===== src/rtl/swtrap_pkg.sv =====
package swtrap_pkg;

    localparam logic [7:0] TT_SW_BASE = 8'h80;
    localparam int         TT_LOW_W   = 7;

    // Bit positions inside the {N,Z,V,C} condition-code vector.
    localparam int ICC_N = 3;
    localparam int ICC_Z = 2;
    localparam int ICC_V = 1;
    localparam int ICC_C = 0;

    typedef enum logic [2:0] {
        TST_NEVER = 3'd0,
        TST_EQ    = 3'd1,
        TST_LE    = 3'd2,
        TST_LT    = 3'd3,
        TST_LEU   = 3'd4,
        TST_CS    = 3'd5,
        TST_NEG   = 3'd6,
        TST_VS    = 3'd7
    } cond_test_e;

endpackage


===== src/rtl/swtrap_cond.sv =====
module swtrap_cond
    import swtrap_pkg::*;
(
    input  logic [3:0] cond,
    input  logic [3:0] icc,
    output logic       hit
);
    logic       base;
    logic       n_f, z_f, v_f, c_f;
    cond_test_e test;

    assign n_f  = icc[ICC_N];
    assign z_f  = icc[ICC_Z];
    assign v_f  = icc[ICC_V];
    assign c_f  = icc[ICC_C];
    assign test = cond_test_e'(cond[2:0]);

    always_comb begin
        unique case (test)
            TST_NEVER: base = 1'b0;
            TST_EQ:    base = z_f;
            TST_LE:    base = z_f | (n_f ^ v_f);
            TST_LT:    base = n_f ^ v_f;
            TST_LEU:   base = c_f | z_f;
            TST_CS:    base = c_f;
            TST_NEG:   base = n_f;
            TST_VS:    base = v_f;
            default:   base = 1'b0;
        endcase
    end

    // Upper half of the encoding space is the complement of the lower half.
    assign hit = base ^ cond[3];
endmodule


===== src/rtl/swtrap_tt.sv =====
module swtrap_tt
    import swtrap_pkg::*;
#(
    parameter int XLEN  = 32,
    parameter int IMM_W = 13
) (
    input  logic             imm_sel,
    input  logic [XLEN-1:0]  rs1_val,
    input  logic [XLEN-1:0]  rs2_val,
    input  logic [IMM_W-1:0] simm,
    output logic [7:0]       tt
);
    logic [TT_LOW_W-1:0] op1_lo;
    logic [TT_LOW_W-1:0] op2_lo;
    logic [TT_LOW_W-1:0] imm_lo;
    logic [TT_LOW_W-1:0] sum_lo;

    // Only the low bits of the sum matter; carries never move downward.
    generate
        if (IMM_W >= TT_LOW_W) begin : g_imm_wide
            assign imm_lo = simm[TT_LOW_W-1:0];
        end else begin : g_imm_narrow
            assign imm_lo = TT_LOW_W'($signed(simm));
        end
    endgenerate

    assign op1_lo = rs1_val[TT_LOW_W-1:0];
    assign op2_lo = imm_sel ? imm_lo : rs2_val[TT_LOW_W-1:0];
    assign sum_lo = op1_lo + op2_lo;
    assign tt     = TT_SW_BASE | {1'b0, sum_lo};
endmodule


===== src/rtl/swtrap_wdec.sv =====
module swtrap_wdec #(
    parameter int NWINDOWS = 8,
    parameter int CWP_W    = 3
) (
    input  logic [CWP_W-1:0] cwp_in,
    output logic [CWP_W-1:0] cwp_out
);
    localparam logic [CWP_W-1:0] TOP_WIN = CWP_W'(NWINDOWS - 1);

    generate
        if ((1 << CWP_W) == NWINDOWS) begin : g_pow2
            assign cwp_out = cwp_in - 1'b1;
        end else begin : g_wrap
            assign cwp_out = (cwp_in == '0) ? TOP_WIN : cwp_in - 1'b1;
        end
    endgenerate
endmodule


===== src/rtl/swtrap_unit.sv =====
module swtrap_unit
    import swtrap_pkg::*;
#(
    parameter int NWINDOWS = 8,
    parameter int XLEN     = 32,
    parameter int IMM_W    = 13,
    localparam int CWP_W   = (NWINDOWS > 1) ? $clog2(NWINDOWS) : 1,
    localparam int TBA_W   = XLEN - 12
) (
    input  logic              clk,
    input  logic              rst_n,
    input  logic              issue,
    input  logic [3:0]        cond,
    input  logic [3:0]        icc,
    input  logic              imm_sel,
    input  logic [XLEN-1:0]   rs1_val,
    input  logic [XLEN-1:0]   rs2_val,
    input  logic [IMM_W-1:0]  simm,
    input  logic [XLEN-1:0]   pc,
    input  logic [XLEN-1:0]   npc,
    input  logic              hp_pending,
    input  logic              wr_en,
    input  logic              wr_sup,
    input  logic              wr_prev_sup,
    input  logic              wr_trap_en,
    input  logic [CWP_W-1:0]  wr_cwp,
    input  logic [TBA_W-1:0]  wr_tba,
    output logic              sup,
    output logic              prev_sup,
    output logic              trap_en,
    output logic [CWP_W-1:0]  cwp,
    output logic [XLEN-1:0]   tbr,
    output logic              trap_taken,
    output logic              err_mode,
    output logic              sv_we,
    output logic [CWP_W-1:0]  sv_win,
    output logic [XLEN-1:0]   sv_l1_data,
    output logic [XLEN-1:0]   sv_l2_data
);
    typedef struct packed {
        logic             s;
        logic             ps;
        logic             et;
        logic [CWP_W-1:0] cwp;
        logic [TBA_W-1:0] tba;
        logic [7:0]       tt;
        logic             taken;
        logic             err;
        logic             sv_we;
        logic [CWP_W-1:0] sv_win;
        logic [XLEN-1:0]  sv_l1;
        logic [XLEN-1:0]  sv_l2;
    } unit_state_t;

    unit_state_t st_d, st_q;

    logic             cond_hit;
    logic [7:0]       tt_val;
    logic [CWP_W-1:0] cwp_dec;
    logic             raise;

    swtrap_cond i_cond (
        .cond (cond),
        .icc  (icc),
        .hit  (cond_hit)
    );

    swtrap_tt #(
        .XLEN  (XLEN),
        .IMM_W (IMM_W)
    ) i_tt (
        .imm_sel (imm_sel),
        .rs1_val (rs1_val),
        .rs2_val (rs2_val),
        .simm    (simm),
        .tt      (tt_val)
    );

    swtrap_wdec #(
        .NWINDOWS (NWINDOWS),
        .CWP_W    (CWP_W)
    ) i_wdec (
        .cwp_in  (st_q.cwp),
        .cwp_out (cwp_dec)
    );

    assign raise = issue && cond_hit && !hp_pending;

    always_comb begin
        st_d       = st_q;
        st_d.taken = 1'b0;
        st_d.err   = 1'b0;
        st_d.sv_we = 1'b0;
        if (raise) begin
            if (st_q.et) begin
                st_d.s      = 1'b1;
                st_d.ps     = st_q.s;
                st_d.et     = 1'b0;
                st_d.cwp    = cwp_dec;
                st_d.tt     = tt_val;
                st_d.taken  = 1'b1;
                st_d.sv_we  = 1'b1;
                st_d.sv_win = cwp_dec;
                st_d.sv_l1  = pc;
                st_d.sv_l2  = npc;
            end else begin
                st_d.err = 1'b1;
            end
        end else if (wr_en) begin
            st_d.s   = wr_sup;
            st_d.ps  = wr_prev_sup;
            st_d.et  = wr_trap_en;
            st_d.cwp = wr_cwp;
            st_d.tba = wr_tba;
        end
    end

    always_ff @(posedge clk) begin
        if (!rst_n) begin
            st_q   <= '0;
            st_q.s <= 1'b1;
        end else begin
            st_q <= st_d;
        end
    end

    assign sup        = st_q.s;
    assign prev_sup   = st_q.ps;
    assign trap_en    = st_q.et;
    assign cwp        = st_q.cwp;
    assign tbr        = {st_q.tba, st_q.tt, 4'b0000};
    assign trap_taken = st_q.taken;
    assign err_mode   = st_q.err;
    assign sv_we      = st_q.sv_we;
    assign sv_win     = st_q.sv_win;
    assign sv_l1_data = st_q.sv_l1;
    assign sv_l2_data = st_q.sv_l2;
endmodule


===== config.mk =====
export PLATFORM = sky130hd
export DESIGN_NAME = swtrap_unit
export DESIGN_NICKNAME = d
export VERILOG_FILES = /design/src/rtl/swtrap_pkg.sv /design/src/rtl/swtrap_cond.sv /design/src/rtl/swtrap_tt.sv /design/src/rtl/swtrap_wdec.sv /design/src/rtl/swtrap_unit.sv
export SDC_FILE = /design/constraint.sdc
export NUM_CORES = 1
export LEC_CHECK = 0
export ABC_AREA = 1
export BUFFER_PORTS_ARGS = -buffer_cell sky130_fd_sc_hd__buf_2
export CAP_MARGIN = 20
export CORE_MARGIN = 2
export CORE_UTILIZATION = 26
export CTS_BUF_LIST = sky130_fd_sc_hd__clkbuf_4 sky130_fd_sc_hd__clkbuf_8 sky130_fd_sc_hd__clkbuf_16
export CTS_CLUSTER_DIAMETER = 40
export DETAILED_ROUTE_END_ITERATION = 8
export GPL_TIMING_DRIVEN = 0
export HOLD_SLACK_MARGIN = 0.06
export SYNTH_ARGS = -nofsm -noshare
export SYNTH_HDL_FRONTEND = slang
export SYNTH_SLANG_ARGS = --single-unit

===== constraint.sdc =====
create_clock -name clk -period 6.4 [get_ports clk]
set_input_delay 1.6 -clock clk [delete_from_list [all_inputs] [get_ports clk]]
set_output_delay 1.6 -clock clk [all_outputs]
set_load 0.01 [all_outputs]

==> impl_metrics.py <==
metrics = {
    "run_status": {
        "status": "finished clean",
    },
    "final_layout": {
        "drive_gt1_frac": 0.363,
        "stdcell_area_mm2": 0.00570,
        "num_antenna_cells": 0,
        "final_util": 0.378,
        "fill_cells": 1630,
        "areaGrowthSynthToFinish_pct": 42.5,
        "nets": 955,
        "final_cells": 959,
    },
    "sta": {
        "clock.fmax_mhz": 300,
        "tightest_slew_ps": 545,
        "slew_viol_final": 0,
        "setup_tns_ps": 0,
        "holdWs_ps": 442,
        "worst_slew_margin_rel": 0.635,
        "setup_viol": 0,
        "finalCritPeriodShare": 0.522,
        "hold_viol": 0,
        "period_needed_ps": 3340,
        "rsz0062_at_grt": "no",
        "fin_skew_ps": 7.97,
    },
    "worst_setup_path": {
        "r2r_setup_slack_ps": 4990,
        "cp-startpoint": "imm_sel",
        "r2r-start": "trap_en",
        "worstPathArrival_ps": 3570,
        "cp.required_ps": 6630,
        "cp-start-kind": "primary input",
        "worstSetupPathType": "in -> reg",
        "end_kind": "register",
        "reg2reg_depth": 6,
        "r2r_end": "sv_l1_data[3]",
        "worst-path-max-fanout": 8,
    },
    "die": {
        "pin_count": 289,
        "dieArea_mm2": 0.0164,
        "core_area_mm2": 0.0151,
        "rows": 45,
        "die_h_um": 128,
        "start_util": 0.265,
        "die_w_um": 128,
    },
    "power_and_ir_drop": {
        "peakVddDrop_v": 0.000172,
        "swShare": 0.238,
        "power.switching_mw": 0.339,
        "pwr-share-seq": 0.469,
        "cellPowerDensity_mw_per_mm2": 250,
        "intPower_mw": 1.09,
        "pwr-share-clk": 0.416,
        "leakagePower_nw": 3.23,
        "p_comb_frac": 0.115,
    },
    "placed_design": {
        "hpwl_um": 8790,
        "post_dp_cell_area_mm2": 0.00538,
        "io_buffers": 226,
        "place.gp.congestion": 0.786,
        "dp_cells": 943,
    },
    "hold_path": {
        "whs_endpoint": "sv_l1_data[19]",
        "whs_path_depth": 2,
        "min_path_type": "reg -> reg",
        "hp-start": "sv_l1_data[19]",
    },
    "synthesis": {
        "synth_area_mm2": 0.00400,
        "ys_top_cells_by_area": "dfxtp_1 52%, nand2_1 23%, nor2_1 4.0%",
        "synth-seq-cells": 103,
        "synth_top_area_share": 0.515,
        "avgSynthCellArea_um2": 7.60,
        "syn_inst": 526,
        "ys_seq_area_frac": 0.515,
        "ys_warn_count": 0,
        "synth.distinct_cells": 30,
        "yosys.area.top_type": "dfxtp_1",
    },
    "routing": {
        "dr.pass1.iters": 4,
        "routed_wl_um": 11400,
        "wl_per_cell_um": 11.9,
        "drc": 0,
        "vias_per_cell": 4.14,
        "drtIter0Drc": 135,
        "drtAntennaViolNets": 0,
        "vias": 3969,
    },
    "global_routing": {
        "track_usage": 0.138,
        "grt_max_degree": 17,
        "antenna_found_initial": 0,
        "grt_pass1_vias": 3668,
        "grt-ovfl-total": 0,
        "grt_pass1_wl_um": 17900,
    },
    "clock_network": {
        "cts.clk_slew.worst_paths_ps": 60,
        "htree_levels": 3,
        "cts_hold_buf": 0,
        "postCtsSetupBuffers": 0,
        "cts_tree": "built",
        "cts_buffer_depth": 2,
        "cts.sink_count": 103,
        "cts.repair.resized": 0,
        "cts_inserted_buffers": 9,
        "cts-root-buf": "clkbuf_16",
        "insertion_delay_ps": 350,
    },
    "run": {
        "max_cap_violations": 0,
    },
}
==> cells by family after synthesis <==
| group | share of synthesized area |
|---|---|
| AO/OA/AOI/OAI | 0.0513 |
| XOR/XNOR | 0.0175 |
| adder cells (fa/ha/maj) | 0.0269 |
| buffers and inverters | 0.0635 |
| flip-flops | 0.515 |
| multiplexers | 0.0166 |
| other | 0.000937 |
| AND/OR/NAND/NOR | 0.308 |
==> power by group through the flow <==
stage                     clock [mW]  combinational [mW]  sequential (mW)
after floorplan                    0              0.0797            0.692
after global placement             0               0.166            0.683
after detailed placement           0               0.167            0.683
after CTS                      0.614               0.168            0.668
after global routing           0.646               0.188            0.670
final                          0.593               0.165            0.668
==> Yosys cell counts <==
cell	count
inv_2	4
inv_1	19
buf_6	1
o21ai_1	8
clkbuf_1	4
nor2_4	1
mux2i_1	1
clkbuf_2	2
mux2_2	5
fa_1	1
o21ai_0	21
nand4_1	4
ha_1	7
dfxtp_1	103
nor3_1	1
buf_1	1
buf_4	11
conb_1	1
a21o_1	2
nand2_1	245
nand2_2	2
nand4_4	1
nor2_1	43
nand3_2	2
nand3_1	8
xnor2_1	4
nand3b_1	2
buf_2	9
a21oi_1	9
xor2_1	4
==> per-stage QoR <==
stage	setup slack [ps]	power [mW]
2_1_floorplan	2960	0.772
3_3_place_gp	2700	0.849
3_5_place_dp	2670	0.851
4_1_cts	3040	1.45
5_1_grt	2880	1.50
6_report	3060	1.43
==> cell usage in the layout (no fill, tap or decap), drive strengths merged <==
master / n
a21o: 2
a21oi: 9
buf: 248
bufinv: 2
clkbuf: 17
clkinvlp: 3
conb: 4
dfxtp: 103
fa: 1
ha: 7
inv: 23
mux2: 5
mux2i: 1
nand2: 247
nand3: 10
nand3b: 2
nand4: 5
nor2: 44
nor3: 1
o21ai: 29
xnor2: 4
xor2: 4
==> worst max-delay path, stage by stage <==
cell and delay, ps:
clkbuf_1 350, mux2_2 390, ha_1 200, inv_1 70, fa_1 190, nand3b_1 120, nand2_1 100, a21o_1 170
a21oi_1 160, xor2_1 160, o21ai_1 60
==> worst max-delay path by stage <==
| stage | end | slack [ps] | cells after the start |
|---|---|---|---|
| final | tbr[10] | 3060 | 11 |
| after global routing | tbr[10] | 2880 | 11 |
| after CTS | tbr[10] | 3040 | 11 |
| after detailed placement | tbr[10] | 2670 | 11 |
| after global placement | tbr[10] | 2700 | 11 |
| after floorplan | tbr[10] | 2960 | 11 |
==> cell type report <==
type                            count  area, um2  share of cell area
Timing Repair Buffer              226       1130               0.198
Clock buffer                       11        240              0.0421
Tap cell                          188        235              0.0413
Multi-Input combinational cell    375       1700               0.297
Inverter                           23       86.3              0.0151
Buffer                             28        168              0.0294
Sequential cell                   103       2060               0.362
Clock inverter                      5       82.6              0.0145
==> layer usage <==
| layer | part of all wire | global-route usage | vias up |
|---|---|---|---|
| met2 | 0.45 | 0.221 | 142 |
| met4 | 0.026 | 0.0633 | 0 |
| met1 | 0.45 | 0.169 | 1714 |
| li1 | - | - | 2096 |
| met3 | 0.075 | 0.0451 | 17 |
| met5 | 0 | 0 | - |
==> flip-flops by register name, summed over array words and instances (netlist names), 3 cells and up <==
signal      flops
sv_l1_data     32
sv_win          3
cwp             3
sv_l2_data     32
tbr            28
Power figures use the tool's default switching activity.
